### src/rtl/cfgf_pkg.sv
package cfgf_pkg;

    localparam int ADDR_W = 18;
    localparam int DATA_W = 8;

    // One byte per strobe period: one serial bit per clock.
    localparam int PERIOD = DATA_W;

    typedef enum logic [2:0] {
        ST_IDLE  = 3'd0,
        ST_FETCH = 3'd1,
        ST_DRAIN = 3'd2,
        ST_FLUSH = 3'd3,
        ST_DONE  = 3'd4
    } fetch_state_t;

    function automatic logic can_start(input fetch_state_t s);
        return (s == ST_IDLE) || (s == ST_DONE);
    endfunction

endpackage

### src/rtl/cfgf_strobe_gen.sv
module cfgf_strobe_gen #(
    parameter int PERIOD = cfgf_pkg::PERIOD
) (
    input  logic clk,
    input  logic rst,
    input  logic restart,
    input  logic run,
    input  logic last_byte,
    output logic strobe,
    output logic capture,
    output logic wrap
);
    localparam int PH_W = (PERIOD > 2) ? $clog2(PERIOD) : 1;
    localparam logic [PH_W-1:0] PH_CAP  = PH_W'(PERIOD - 2);
    localparam logic [PH_W-1:0] PH_LAST = PH_W'(PERIOD - 1);

    logic [PH_W-1:0] ph_q;
    logic            strobe_q;

    assign capture = run && (ph_q == PH_CAP);
    assign wrap    = run && (ph_q == PH_LAST);
    assign strobe  = strobe_q;

    always_ff @(posedge clk) begin
        if (rst || restart) begin
            ph_q <= '0;
        end else if (run) begin
            ph_q <= (ph_q == PH_LAST) ? '0 : ph_q + 1'b1;
        end
    end

    always_ff @(posedge clk) begin
        if (rst) begin
            strobe_q <= 1'b1;
        end else if (restart) begin
            strobe_q <= 1'b0;
        end else if (run) begin
            if (capture)
                strobe_q <= 1'b1;
            else if (wrap && !last_byte)
                strobe_q <= 1'b0;
        end else begin
            strobe_q <= 1'b1;
        end
    end

    // high phase lasts a single clock while the fetch continues
    assert_high_one_cycle_R1: assert property (@(posedge clk) disable iff (rst)
        (run && strobe_q && !last_byte) |=> !strobe_q);

endmodule

### src/rtl/cfgf_addr_ctr.sv
module cfgf_addr_ctr #(
    parameter int ADDR_W = cfgf_pkg::ADDR_W
) (
    input  logic              clk,
    input  logic              rst,
    input  logic              restart,
    input  logic              step,
    input  logic [ADDR_W-1:0] limit_in,
    output logic [ADDR_W-1:0] addr,
    output logic              is_last
);
    logic [ADDR_W-1:0] addr_q;
    logic [ADDR_W-1:0] limit_q;

    always_ff @(posedge clk) begin
        if (rst) begin
            addr_q  <= '0;
            limit_q <= '0;
        end else if (restart) begin
            addr_q  <= '0;
            limit_q <= limit_in;
        end else if (step) begin
            addr_q  <= addr_q + 1'b1;
        end
    end

    assign addr    = addr_q;
    assign is_last = (addr_q == limit_q);

endmodule

### src/rtl/cfgf_serializer.sv
module cfgf_serializer #(
    parameter int DATA_W = cfgf_pkg::DATA_W
) (
    input  logic              clk,
    input  logic              rst,
    input  logic              load,
    input  logic [DATA_W-1:0] din,
    output logic              ser_out,
    output logic              busy
);
    localparam int CNT_W = $clog2(DATA_W + 1);

    logic [DATA_W-1:0] shreg_q;
    logic [CNT_W-1:0]  left_q;
    logic              sbit_q;
    logic              ser_q;

    always_ff @(posedge clk) begin
        if (rst) begin
            shreg_q <= '0;
            left_q  <= '0;
            sbit_q  <= 1'b1;
        end else begin
            if (left_q != '0) begin
                sbit_q  <= shreg_q[0];
                shreg_q <= shreg_q >> 1;
                left_q  <= left_q - 1'b1;
            end else begin
                sbit_q  <= 1'b1;
            end
            if (load) begin
                shreg_q <= din;
                left_q  <= CNT_W'(DATA_W);
            end
        end
    end

    // Opposite-edge stage gives the extra half clock of latency.
    always_ff @(negedge clk) begin
        if (rst)
            ser_q <= 1'b1;
        else
            ser_q <= sbit_q;
    end

    assign ser_out = ser_q;
    assign busy    = (left_q != '0);

    // a byte arrives only when the previous one is on its last bit or gone
    assert_reload_when_drained_R4: assert property (@(posedge clk) disable iff (rst)
        load |-> (left_q <= CNT_W'(1)));

endmodule

### src/rtl/cfg_byte_fetcher.sv
module cfg_byte_fetcher
    import cfgf_pkg::*;
#(
    parameter int AW = cfgf_pkg::ADDR_W,
    parameter int DW = cfgf_pkg::DATA_W
) (
    input  logic          clk,
    input  logic          rst,
    input  logic          start,
    input  logic [AW-1:0] last_addr,
    output logic [AW-1:0] mem_addr,
    output logic          rd_strobe,
    input  logic [DW-1:0] mem_data,
    output logic          ser_out,
    output logic          done
);
    fetch_state_t state_q;
    logic restart, run, capture, wrap, is_last, busy;

    assign restart = start && can_start(state_q);
    assign run     = (state_q == ST_FETCH);

    always_ff @(posedge clk) begin
        if (rst) begin
            state_q <= ST_IDLE;
        end else if (restart) begin
            state_q <= ST_FETCH;
        end else begin
            unique case (state_q)
                ST_FETCH: if (wrap && is_last) state_q <= ST_DRAIN;
                ST_DRAIN: if (!busy)           state_q <= ST_FLUSH;
                ST_FLUSH:                      state_q <= ST_DONE;
                default:                       state_q <= state_q;
            endcase
        end
    end

    cfgf_strobe_gen #(.PERIOD(DW)) u_strobe (
        .clk       (clk),
        .rst       (rst),
        .restart   (restart),
        .run       (run),
        .last_byte (is_last),
        .strobe    (rd_strobe),
        .capture   (capture),
        .wrap      (wrap)
    );

    cfgf_addr_ctr #(.ADDR_W(AW)) u_addr (
        .clk      (clk),
        .rst      (rst),
        .restart  (restart),
        .step     (wrap && !is_last),
        .limit_in (last_addr),
        .addr     (mem_addr),
        .is_last  (is_last)
    );

    cfgf_serializer #(.DATA_W(DW)) u_ser (
        .clk     (clk),
        .rst     (rst),
        .load    (capture),
        .din     (mem_data),
        .ser_out (ser_out),
        .busy    (busy)
    );

    assign done = (state_q == ST_DONE);

    // address holds through the low phase
    assert_addr_stable_low_R2: assert property (@(posedge clk) disable iff (rst)
        (!rd_strobe && !$past(rd_strobe)) |-> $stable(mem_addr));

    // each strobe fall inside a fetch advances the address by one
    assert_addr_step_R2: assert property (@(posedge clk) disable iff (rst)
        ($fell(rd_strobe) && $past(state_q) == ST_FETCH) |-> (mem_addr == $past(mem_addr) + 1'b1));

    // finished load keeps the strobe parked high
    assert_done_strobe_high_R5: assert property (@(posedge clk) disable iff (rst)
        done |-> rd_strobe);

    // serial line is idle whenever done is shown
    assert_done_line_idle_R6: assert property (@(posedge clk) disable iff (rst)
        done |-> ser_out);

endmodule

### config.mk
export PLATFORM = sky130hd
export DESIGN_NAME = cfg_byte_fetcher
export DESIGN_NICKNAME = d
export VERILOG_FILES = /design/src/rtl/cfgf_pkg.sv /design/src/rtl/cfgf_strobe_gen.sv /design/src/rtl/cfgf_addr_ctr.sv /design/src/rtl/cfgf_serializer.sv /design/src/rtl/cfg_byte_fetcher.sv
export SDC_FILE = /design/constraint.sdc
export NUM_CORES = 1
export LEC_CHECK = 0
export ABC_AREA = 1
export CORE_MARGIN = 5
export CORE_UTILIZATION = 53
export DETAILED_ROUTE_END_ITERATION = 7
export HOLD_SLACK_MARGIN = 0.03
export PLACE_DENSITY_LB_ADDON = 0.25
export SLEW_MARGIN = 20
export SYNTH_ARGS = -nofsm -noshare
export SYNTH_HDL_FRONTEND = slang
export SYNTH_SLANG_ARGS = --single-unit
### constraint.sdc
create_clock -name clk -period 2.2 [get_ports clk]
set_clock_uncertainty 0.1 [all_clocks]
set_input_delay 0.55 -clock clk [delete_from_list [all_inputs] [get_ports clk]]
set_output_delay 0.55 -clock clk [all_outputs]
set_load 0.01 [all_outputs]
==> impl_metrics.csv, run 1 <==
group,metric,value,unit
status,status,"finished with violations",
status,violations,"setup timing",
clock_network,clk_pin_slew,0.06,ns
setup_path,worst_setup_path_start_kind,"flip-flop",
setup_path,crit_buf_inv,1,
logic_synthesis,synth_area_leaders,"dfxtp_1 40%, nand2_1 14%, a21oi_1 6.5%, nand3_1 5.4%, inv_1 5.2%",
logic_synthesis,ys.warnings.count,0,
setup_path,endpoint_kind,"output pin",
global_routing,antenna_found_initial,0,
placement,port_buffers,49,
final_layout,final_util,70.1,%
final_layout,layout.nets,505,
setup_path,crit_path_cell_trace,"buf_2",
setup_path,required,1.55,ns
clock_network,clock_latency,0.34,ns
clock_network,cts.sinks,57,
power_and_ir_drop,power_frac_seq,41.8,%
final_layout,drive_gt1_share,8.40,%
global_routing,grt_pass1_wl,11800,µm
setup_path,path_class,"reg -> out",
clock_network,cts_root_buf,"clkbuf_8",
clock_network,cts_made_buffers,9,
logic_synthesis,yosysTopAreaCell,"dfxtp_1",
hold_path,worstHoldPathType,"reg -> reg",
timing,hold_viol,0,
logic_synthesis,ys_seq_area_share,39.9,%
setup_path,cp.arrival,1.89,ns
route,dr_total_vias,2889,
logic_synthesis,synth_compound_area_share,13.6,%
logic_synthesis,muxShareOfSynthArea,0,%
route,drc,0,
power_and_ir_drop,clkPwrFrac,31.0,%
power_and_ir_drop,p_sw_share,32.7,%
timing,rsz0062_at_grt,"yes",
setup_path,crit_path_max_fanout,1,
final_layout,multi_input_area,1480,µm²
logic_synthesis,synth_nets,448,
logic_synthesis,synth_top_family_by_area,"simple AND/OR/NAND/NOR gates",
logic_synthesis,ys_types,26,
timing,worst_slack,-0.340,ns
setup_path,slowest_stage,"dfxtp_1",
route,dr.pass1.iters,7,
final_layout,area_growth,26.8,%
floorplanning,die_w,83.5,µm
floorplanning,dieArea,6970,µm²
final_layout,diodes,0,
logic_synthesis,syn_area,2860,µm²
route,final_antenna_net_count,0,
global_routing,grtUsageTotal,20.7,%
global_routing,global_route.overflow_total,0,
final_layout,num-fill-cells,439,
logic_synthesis,synth_top_area_share,39.9,%
floorplanning,design.core.area,5170,µm²
logic_synthesis,synthCells,414,
clock_network,h-tree-depth,3,
clock_network,cts_tree,"done",
job,maxCapViolations,0,
setup_path,crit_family,"flip-flops",
floorplanning,ioPinCount,50,
logic_synthesis,synth_xor_area_share,6.43,%
power_and_ir_drop,switchingPower,0.960,mW
floorplanning,fp-row-count,26,
placement,gp_congestion,0.945,
clock_network,ctsResizeCount,4,
power_and_ir_drop,leakagePower,1.38,nW
placement,dp_hpwl,5060,µm
route,routed_via_density,5.29,
power_and_ir_drop,vdd_drop_max,0.609,mV
clock_network,cts_setup_buffers,0,
route,wire_per_inst,12.9,µm
logic_synthesis,synthAdderAreaFrac,2.19,%
power_and_ir_drop,pwr-share-comb,27.2,%
route,routed_wl,7050,µm
power_and_ir_drop,power,2.94,mW
final_layout,seqCellArea,1140,µm²
global_routing,grt_pass1_vias,2589,
setup_path,slowest_delay,0.29,ns
route,drt_iter0_markers,182,
logic_synthesis,synth-seq-cells,57,
clock_network,cts_hold_buffers,0,
global_routing,grt_max_degree,33,
logic_synthesis,synth_area_per_cell,6.91,µm²
floorplanning,initial_utilization,55.3,%
timing,finalSetupViolCount,1,
floorplanning,fp.dieH,83.5,µm
clock_network,clockBufferDepth,2,
timing,drv_slew,0,
timing,slew_headroom,60.2,%
logic_synthesis,synth_simple_gate_area_share,29.7,%
power_and_ir_drop,p_per_area,810,nW/µm²
timing,tightestPinTransition,0.596,ns
power_and_ir_drop,p_int,1.98,mW
-- per-stage QoR --
step	area [µm²]	hold WS, ns	setup TNS [ns]	instances	worst slack (ns)
floorplan	2860	0.321	0	414	0.0795
global placement	3450	0.348	-0.718	530	-0.369
detailed placement	3450	0.337	-0.733	530	-0.371
CTS	3620	0.365	-0.355	546	-0.355
global route	3630	0.395	-0.385	546	-0.385
finish	3630	0.362	-0.340	546	-0.340
-- area by class of cell --
class	count	share of cell area [%]
well taps	70	2.41
clock buffers	13	4.66
flip-flops and latches	57	31.5
multi-input cells	299	40.9
inverters	45	4.73
repair buffers	58	15.3
clock inverters	4	0.517
-- logic make-up (layout without fill, tap and decap cells) --
group | count (synthesis) | in the layout
xor+xnor | 21 | 21
fa+ha+maj | 5 | 5
buf+inv | 58 | 120
compound gates | 73 | 73
simple gates | 200 | 200
flops | 57 | 57
-- worst min-delay path, cell delays in order, from the launching register on --
cell	delay, ns
dfxtp_1	0.33
nor2_1	0.05
nand2_1	0.06
-- cells in the mapped netlist --
library cell	count
a21oi_1	37
a21oi_2	3
a31oi_1	8
buf_1	1
buf_2	3
buf_8	1
clkbuf_1	7
clkinv_1	1
dfxtp_1	57
ha_1	5
inv_1	40
inv_2	4
inv_4	1
nand2_1	109
nand2_2	1
nand2_8	1
nand3_1	31
nand4_1	5
nor2_1	36
nor2_2	2
nor3_1	12
o21a_1	1
o21ai_0	24
or2_2	3
xnor2_1	6
xor2_1	15
-- power groups by stage --
stage | sequential [mW] | clock [mW] | combinational [mW]
final | 1.23 | 0.912 | 0.799
after global routing | 1.24 | 0.993 | 0.897
after CTS | 1.23 | 0.931 | 0.797
after detailed placement | 1.25 | 0.00569 | 0.799
after global placement | 1.24 | 0.00569 | 0.777
after floorplan | 1.23 | 0.00569 | 0.534
-- state kept, by name, summed over array words and instances (netlist names) --
| register | cells |
|---|---|
| u_addr.addr | 18 |
| u_addr.limit_q | 18 |
| u_ser.shreg_q | 8 |
| u_ser.left_q | 4 |
| state_q | 3 |
| u_strobe.ph_q | 3 |
| u_ser.sbit_q | 1 |
| u_ser.ser_out | 1 |
| u_strobe.strobe | 1 |
-- metal layers --
layer / vias to the layer above / part of all wire [%] / wire [µm] / global-route usage (%)
li1: 1448 / - / - / -
met4: 0 / 1.8 / 128 / 7.75
met3: 17 / 7.7 / 541 / 7.50
met2: 116 / 50 / 3500 / 35.4
met1: 1308 / 41 / 2880 / 23.7
met5: - / 0 / 0 / 0
-- placed cells by master, fill, tap and decap left out, drive strengths merged --
cell type        n
xor2            15
o21a             1
xnor2            6
clkdlybuf4s50   47
nand2          111
dfxtp           57
dlymetal6s2s     1
ha               5
clkinv           4
or2              3
clkbuf          13
buf             10
nand4            5
o21ai           24
inv             45
nand3           31
nor3            12
nor2            38
a31oi            8
a21oi           40
-- worst paths after layout --
| kind | startpoint | end | slack [ns] | depth (start not counted) |
|---|---|---|---|---|
| max | u_ser.ser_out$_SDFF_NP1_ | ser_out | -0.34 | 1 |
| max reg2reg | u_addr.addr[0]$_SDFFE_PP0P_ | u_addr.addr[10]$_SDFFE_PP0P_ | 0.20 | 7 |
| min | u_ser.shreg_q[0]$_SDFFE_PP0P_ | u_ser.sbit_q$_SDFF_PP1_ | 0.36 | 2 |
| min reg2reg | u_ser.shreg_q[0]$_SDFFE_PP0P_ | u_ser.sbit_q$_SDFF_PP1_ | 0.36 | 2 |
(Power assumes the default switching activity.)
==> run 2, diff against run 1 <==
--- a/config.mk
+++ b/config.mk
@@ -11,6 +11,7 @@
 export DETAILED_ROUTE_END_ITERATION = 7
 export HOLD_SLACK_MARGIN = 0.03
 export PLACE_DENSITY_LB_ADDON = 0.25
+export SKIP_CTS_REPAIR_TIMING = 1
 export SLEW_MARGIN = 20
 export SYNTH_ARGS = -nofsm -noshare
 export SYNTH_HDL_FRONTEND = slang
==> results of run 2 <==
No change in the layout: final DEF, timing and power equal those of run 1.
